$ cat src/rtl/cwl_pkg.sv
package cwl_pkg;
  localparam int unsigned WORD_W = 6;
  localparam int unsigned SEL_W  = 2;
  localparam int unsigned N_PUP  = 1 << SEL_W;
  typedef logic [WORD_W-1:0] word_t;
  typedef logic [N_PUP-1:0][WORD_W-1:0] pup_tab_t;
endpackage

$ cat src/rtl/cwl_sync.sv
module cwl_sync #(
  parameter int unsigned W      = 1,
  parameter int unsigned STAGES = 2
) (
  input  logic         clk,
  input  logic         rst_n,
  input  logic [W-1:0] d,
  output logic [W-1:0] q
);
  logic [STAGES-1:0][W-1:0] stg;

  always_ff @(posedge clk or negedge rst_n) begin
    if (!rst_n) stg <= '0;
    else begin
      stg[0] <= d;
      for (int i = 1; i < STAGES; i++) stg[i] <= stg[i-1];
    end
  end

  assign q = stg[STAGES-1];
endmodule

$ cat src/rtl/cwl_pwrup.sv
module cwl_pwrup
  import cwl_pkg::*;
#(
  parameter int unsigned PUP_DELAY = 16,
  parameter pup_tab_t    PUP_TAB   = '0
) (
  input  logic             clk,
  input  logic             rst_n,
  input  logic             le_s,
  input  word_t            par_in,
  input  logic [SEL_W-1:0] pup_sel,
  output logic             load,
  output logic             done,
  output word_t            init_val
);
  localparam int unsigned CNT_W = $clog2(PUP_DELAY + 1);
  localparam logic [CNT_W-1:0] LAST = CNT_W'(PUP_DELAY - 1);

  logic [CNT_W-1:0] cnt;

  always_ff @(posedge clk or negedge rst_n) begin
    if (!rst_n) begin
      cnt  <= '0;
      done <= 1'b0;
    end else if (!done) begin
      cnt <= cnt + 1'b1;
      if (cnt == LAST) done <= 1'b1;
    end
  end

  assign load     = !done && (cnt == LAST);
  assign init_val = le_s ? par_in : PUP_TAB[pup_sel];

  p_once_r10: assert property (@(posedge clk) disable iff (!rst_n)
    done |=> done && !load);
endmodule

$ cat src/rtl/cwl_shift.sv
module cwl_shift
  import cwl_pkg::*;
(
  input  logic  clk,
  input  logic  rst_n,
  input  logic  mode_ser,
  input  logic  le_s,
  input  logic  sclk_rise,
  input  logic  sdata_s,
  input  word_t par_in,
  input  logic  load,
  input  word_t init_val,
  output word_t shreg
);
  always_ff @(posedge clk or negedge rst_n) begin
    if (!rst_n)                          shreg <= '0;
    else if (load)                       shreg <= init_val;
    else if (!mode_ser)                  shreg <= par_in;
    else if (!le_s && sclk_rise)         shreg <= {shreg[WORD_W-2:0], sdata_s};
  end

  p_shift_r1: assert property (@(posedge clk) disable iff (!rst_n)
    (mode_ser && !le_s && sclk_rise && !load) |=>
      shreg == {$past(shreg[WORD_W-2:0]), $past(sdata_s)});

  p_mask_r3: assert property (@(posedge clk) disable iff (!rst_n)
    (mode_ser && le_s && !load) |=> $stable(shreg));

  p_par_r4: assert property (@(posedge clk) disable iff (!rst_n)
    (!mode_ser && !load) |=> shreg == $past(par_in));
endmodule

$ cat src/rtl/ctrl_word_latch.sv
module ctrl_word_latch
  import cwl_pkg::*;
#(
  parameter int unsigned PUP_DELAY = 16,
  parameter pup_tab_t PUP_TAB = {{WORD_W{1'b1}},
                                 {1'b1, {(WORD_W-1){1'b0}}},
                                 {{(WORD_W-1){1'b0}}, 1'b1},
                                 {WORD_W{1'b0}}}
) (
  input  logic              clk,
  input  logic              rst_n,
  input  logic              mode_ser,
  input  logic              sdata,
  input  logic              sclk,
  input  logic              latch_en,
  input  logic [WORD_W-1:0] par_in,
  input  logic [SEL_W-1:0]  pup_sel,
  output logic [WORD_W-1:0] drv_q,
  output logic [WORD_W-1:0] drv_qn
);
  logic [2:0] raw, syn;
  logic  sdata_s, sclk_s, le_s, sclk_d, sclk_rise;
  logic  load, done;
  word_t init_val, shreg, out_r;

  assign raw = {sdata, sclk, latch_en};

  cwl_sync #(.W(3), .STAGES(2)) u_sync (
    .clk(clk), .rst_n(rst_n), .d(raw), .q(syn)
  );
  assign {sdata_s, sclk_s, le_s} = syn;

  always_ff @(posedge clk or negedge rst_n) begin
    if (!rst_n) sclk_d <= 1'b0;
    else        sclk_d <= sclk_s;
  end
  assign sclk_rise = sclk_s && !sclk_d;

  cwl_pwrup #(.PUP_DELAY(PUP_DELAY), .PUP_TAB(PUP_TAB)) u_pwrup (
    .clk(clk), .rst_n(rst_n), .le_s(le_s), .par_in(par_in),
    .pup_sel(pup_sel), .load(load), .done(done), .init_val(init_val)
  );

  cwl_shift u_shift (
    .clk(clk), .rst_n(rst_n), .mode_ser(mode_ser), .le_s(le_s),
    .sclk_rise(sclk_rise), .sdata_s(sdata_s), .par_in(par_in),
    .load(load), .init_val(init_val), .shreg(shreg)
  );

  always_ff @(posedge clk or negedge rst_n) begin
    if (!rst_n)            out_r <= '0;
    else if (load)         out_r <= init_val;
    else if (done && le_s) out_r <= shreg;
  end

  assign drv_q  = out_r;
  assign drv_qn = ~out_r;

  p_xfer_r2: assert property (@(posedge clk) disable iff (!rst_n)
    (done && le_s) |=> drv_q == $past(shreg));

  p_hold_r5: assert property (@(posedge clk) disable iff (!rst_n)
    (done && !le_s) |=> $stable(drv_q));

  p_quiet_r10: assert property (@(posedge clk) disable iff (!rst_n)
    !done |-> drv_q == '0);

  p_init_r8: assert property (@(posedge clk) disable iff (!rst_n)
    load |=> drv_q == $past(init_val));
endmodule

$ cat config.mk
export PLATFORM = sky130hd
export DESIGN_NAME = ctrl_word_latch
export DESIGN_NICKNAME = d
export VERILOG_FILES = /design/src/rtl/cwl_pkg.sv /design/src/rtl/cwl_sync.sv /design/src/rtl/cwl_pwrup.sv /design/src/rtl/cwl_shift.sv /design/src/rtl/ctrl_word_latch.sv
export SDC_FILE = /design/constraint.sdc
export NUM_CORES = 1
export LEC_CHECK = 0
export ABC_AREA = 1
export BUFFER_PORTS_ARGS = -buffer_cell sky130_fd_sc_hd__buf_4
export CAP_MARGIN = 20
export CORE_ASPECT_RATIO = 2
export CORE_MARGIN = 5
export CORE_UTILIZATION = 43
export CTS_CLUSTER_SIZE = 8
export DETAILED_ROUTE_END_ITERATION = 7
export HOLD_SLACK_MARGIN = 0.12
export PLACE_DENSITY_LB_ADDON = 0.12
export SLEW_MARGIN = 20
export SYNTH_ARGS = -nofsm -noshare
export SYNTH_HDL_FRONTEND = slang
export SYNTH_SLANG_ARGS = --single-unit
$ cat constraint.sdc
create_clock -name clk -period 1.9 [get_ports clk]
set_input_delay 0.38 -clock clk [delete_from_list [all_inputs] [get_ports clk]]
set_output_delay 0.38 -clock clk [all_outputs]
set_load 0.005 [all_outputs]
==> reports/results.tsv <==
metric	value	unit
finalHoldViolations	0	
crit_buf_inv	1	
cpPeakStageDelay	0.42	ns
vdd_drop_max	555	uV
drc	0	
leakagePower	0.853	nW
cts-root-buf	clkbuf_8	
via_per_inst	5.13	
hold_path.class	in2reg	
multiInputGateArea	499	um2
cts_max_path_buffers	2	
layout_common_cells	nand2_1, buf_4, dfrtp_1, inv_1	
die_y	85.6	um
initial_utilization	44.4	%
reg2reg_depth	9	
port-buffer-count	25	
area_growth_syn_to_layout	20.5	%
overflow	0	
relSlewSlack	79.7	%
antenna_found_initial	0	
die_w	47.8	um
fin_setup_tns	0	ns
grt_pass1_vias	999	
place_hpwl	1.97	mm
max_freq	588	MHz
syn_avg_cell_area	8.31	um2
mostFrequentLayoutCell	nand2_1	
worstPathCellList	ha_1 > and3_1 > ha_1 > nand2_4 > inv_1 > nand2_1 > nand2_1 > nand2_1 > nand2_1	
num_io_pins	26	
cts_htree_levels	1	
drive_gt1_share	23.6	%
post-route-min-period	1.70	ns
grt_max_degree	26	
drt-wirelength-per-cell	12.4	um
drv_cap	0	
crit_top_cell	nand2_1	
core	2770	um2
cts_tree	built	
clk_pin_slew	0.09	ns
skew	0.00432	ns
cts_inserted_buffers	3	
cts_num_sinks	25	
arrival	1.86	ns
min_path_cells	1	
std_cell_rows	27	
slowest_stage	dfrtp_1	
synth_area	1230	um2
diodes	0	
netlist_instances	148	
tightest_slew	0.305	ns
synth-seq-area-share	50.9	%
antenna_left	0	
seqCellArea	626	um2
endpoint_kind	register	
worst-path-stages	9	
dr.first_iter.drc_count	19	
synth_cell_types	21	
startpoint_type	register	
gp_congestion	0.872	
slew_viol_final	0	
yosysWarnings	0	
cts_resized	0	
powerDensity	756	nW/um2
grt_usage	13.9	%
fin_crit_sh	89.5	%
crit_type	reg2reg	
synth_nets	164	
dieArea	4090	um2
clock_latency	0.27	ns
synth_seq_cells	25	
num-fill-cells	298	
rsz0062_at_grt	false	
vias	1041	
wl	2.51	mm
drt-pass1-iter-count	4	
critical_path.top_delay_family	simple AND/OR/NAND/NOR gates	
cp_max_fo	14	
worstPathRequired	2.06	ns
setup_viol	0	
finish.utilization	53.5	%
fin_nets	191	
status	finished clean	
grt_pass1_wl	4.28	mm
[cell families (layout without fill, tap and decap cells)]
| logic type | after synthesis | count (layout) | share of synthesized area [%] |
|---|---|---|---|
| xor+xnor | 3 | 3 | 2.14 |
| fa+ha+maj | 2 | 2 | 2.03 |
| compound gates | 13 | 13 | 5.29 |
| buf+inv | 23 | 49 | 8.54 |
| simple gates | 82 | 82 | 31.1 |
| flops | 25 | 25 | 50.9 |
[stage by stage]
step	cells	setup slack, ns	power (W)	instance area (um2)	hold slack, ns
floorplan	148	0.425	0.000705	1230	0.0844
global placement	198	0.278	0.000810	1420	0.300
detailed placement	198	0.222	0.000812	1420	0.297
CTS	203	0.198	0.00113	1480	0.209
global route	203	0.0248	0.00119	1480	0.193
finish	203	0.200	0.00112	1480	0.211
[sequential cells by signal, indices dropped and copies added, names as in the netlist]
register,flops
drv_q,6
sclk_d,1
u_pwrup.cnt,5
u_pwrup.done,1
u_shift.shreg,6
u_sync.q,3
u_sync.stg,3
[synthesized netlist by cell type]
master	n	area (um2)
nand2_1	51	191
dfrtp_1	25	626
inv_1	17	63.8
nand3_1	7	35.0
nand4_1	7	43.8
a21oi_1	6	30.0
nor2_1	6	22.5
or2_2	6	37.5
o21ai_0	5	25.0
buf_2	3	15.0
buf_6	2	22.5
ha_1	2	25.0
o21ai_1	2	10.0
xnor2_1	2	17.5
and3_1	1	6.26
inv_2	1	3.75
nand2_2	1	6.26
nand2_4	1	11.3
nand3_4	1	17.5
nand3b_2	1	11.3
xor2_1	1	8.76
[timing repair]
item | CTS | global route
hold buffers | 1 | 0
endpoints found under the hold margin | 25 | 0
setup buffers | 0 | 0
endpoints found under the setup margin | 0 | 0
[routing by layer]
layer,global-route usage [%],vias up,share of wire [%]
met5,0,-,0
met4,4.41,0,1.6
met3,2.31,4,6.1
met2,24.1,32,53
met1,16.4,485,39
li1,-,520,-
[final cells by class]
type	count	area share, %
tap	29	2.45
multi-input combinational	100	33.7
sequential	25	42.2
timing repair buffer	27	13.8
inverter	18	4.56
clock inverter	1	0.506
clock buffer	3	2.78
[path summary, 6_finish.rpt]
kind	start	endpoint	slack, ns
max reg2reg	u_pwrup.cnt[0]	u_shift.shreg[5]	0.20
max	u_pwrup.cnt[0]	u_shift.shreg[5]	0.20
min in group asynchronous	rst_n	u_shift.shreg[0]	0.55
min	sdata	u_sync.stg[2]	0.21
max in group asynchronous	rst_n	u_pwrup.cnt[2]	1.11
min reg2reg	u_sync.stg[0]	u_sync.q[0]	0.35
[where the power goes]
group	leakage, nW	switching (W)	total, W	internal (W)
clock network	0.0217	0.000172	0.000321	0.000148
logic	0.537	0.0000916	0.000196	0.000104
registers	0.295	0.0000299	0.000604	0.000574
total	0.853	0.000294	0.00112	0.000827
(Power assumes the default switching activity.)
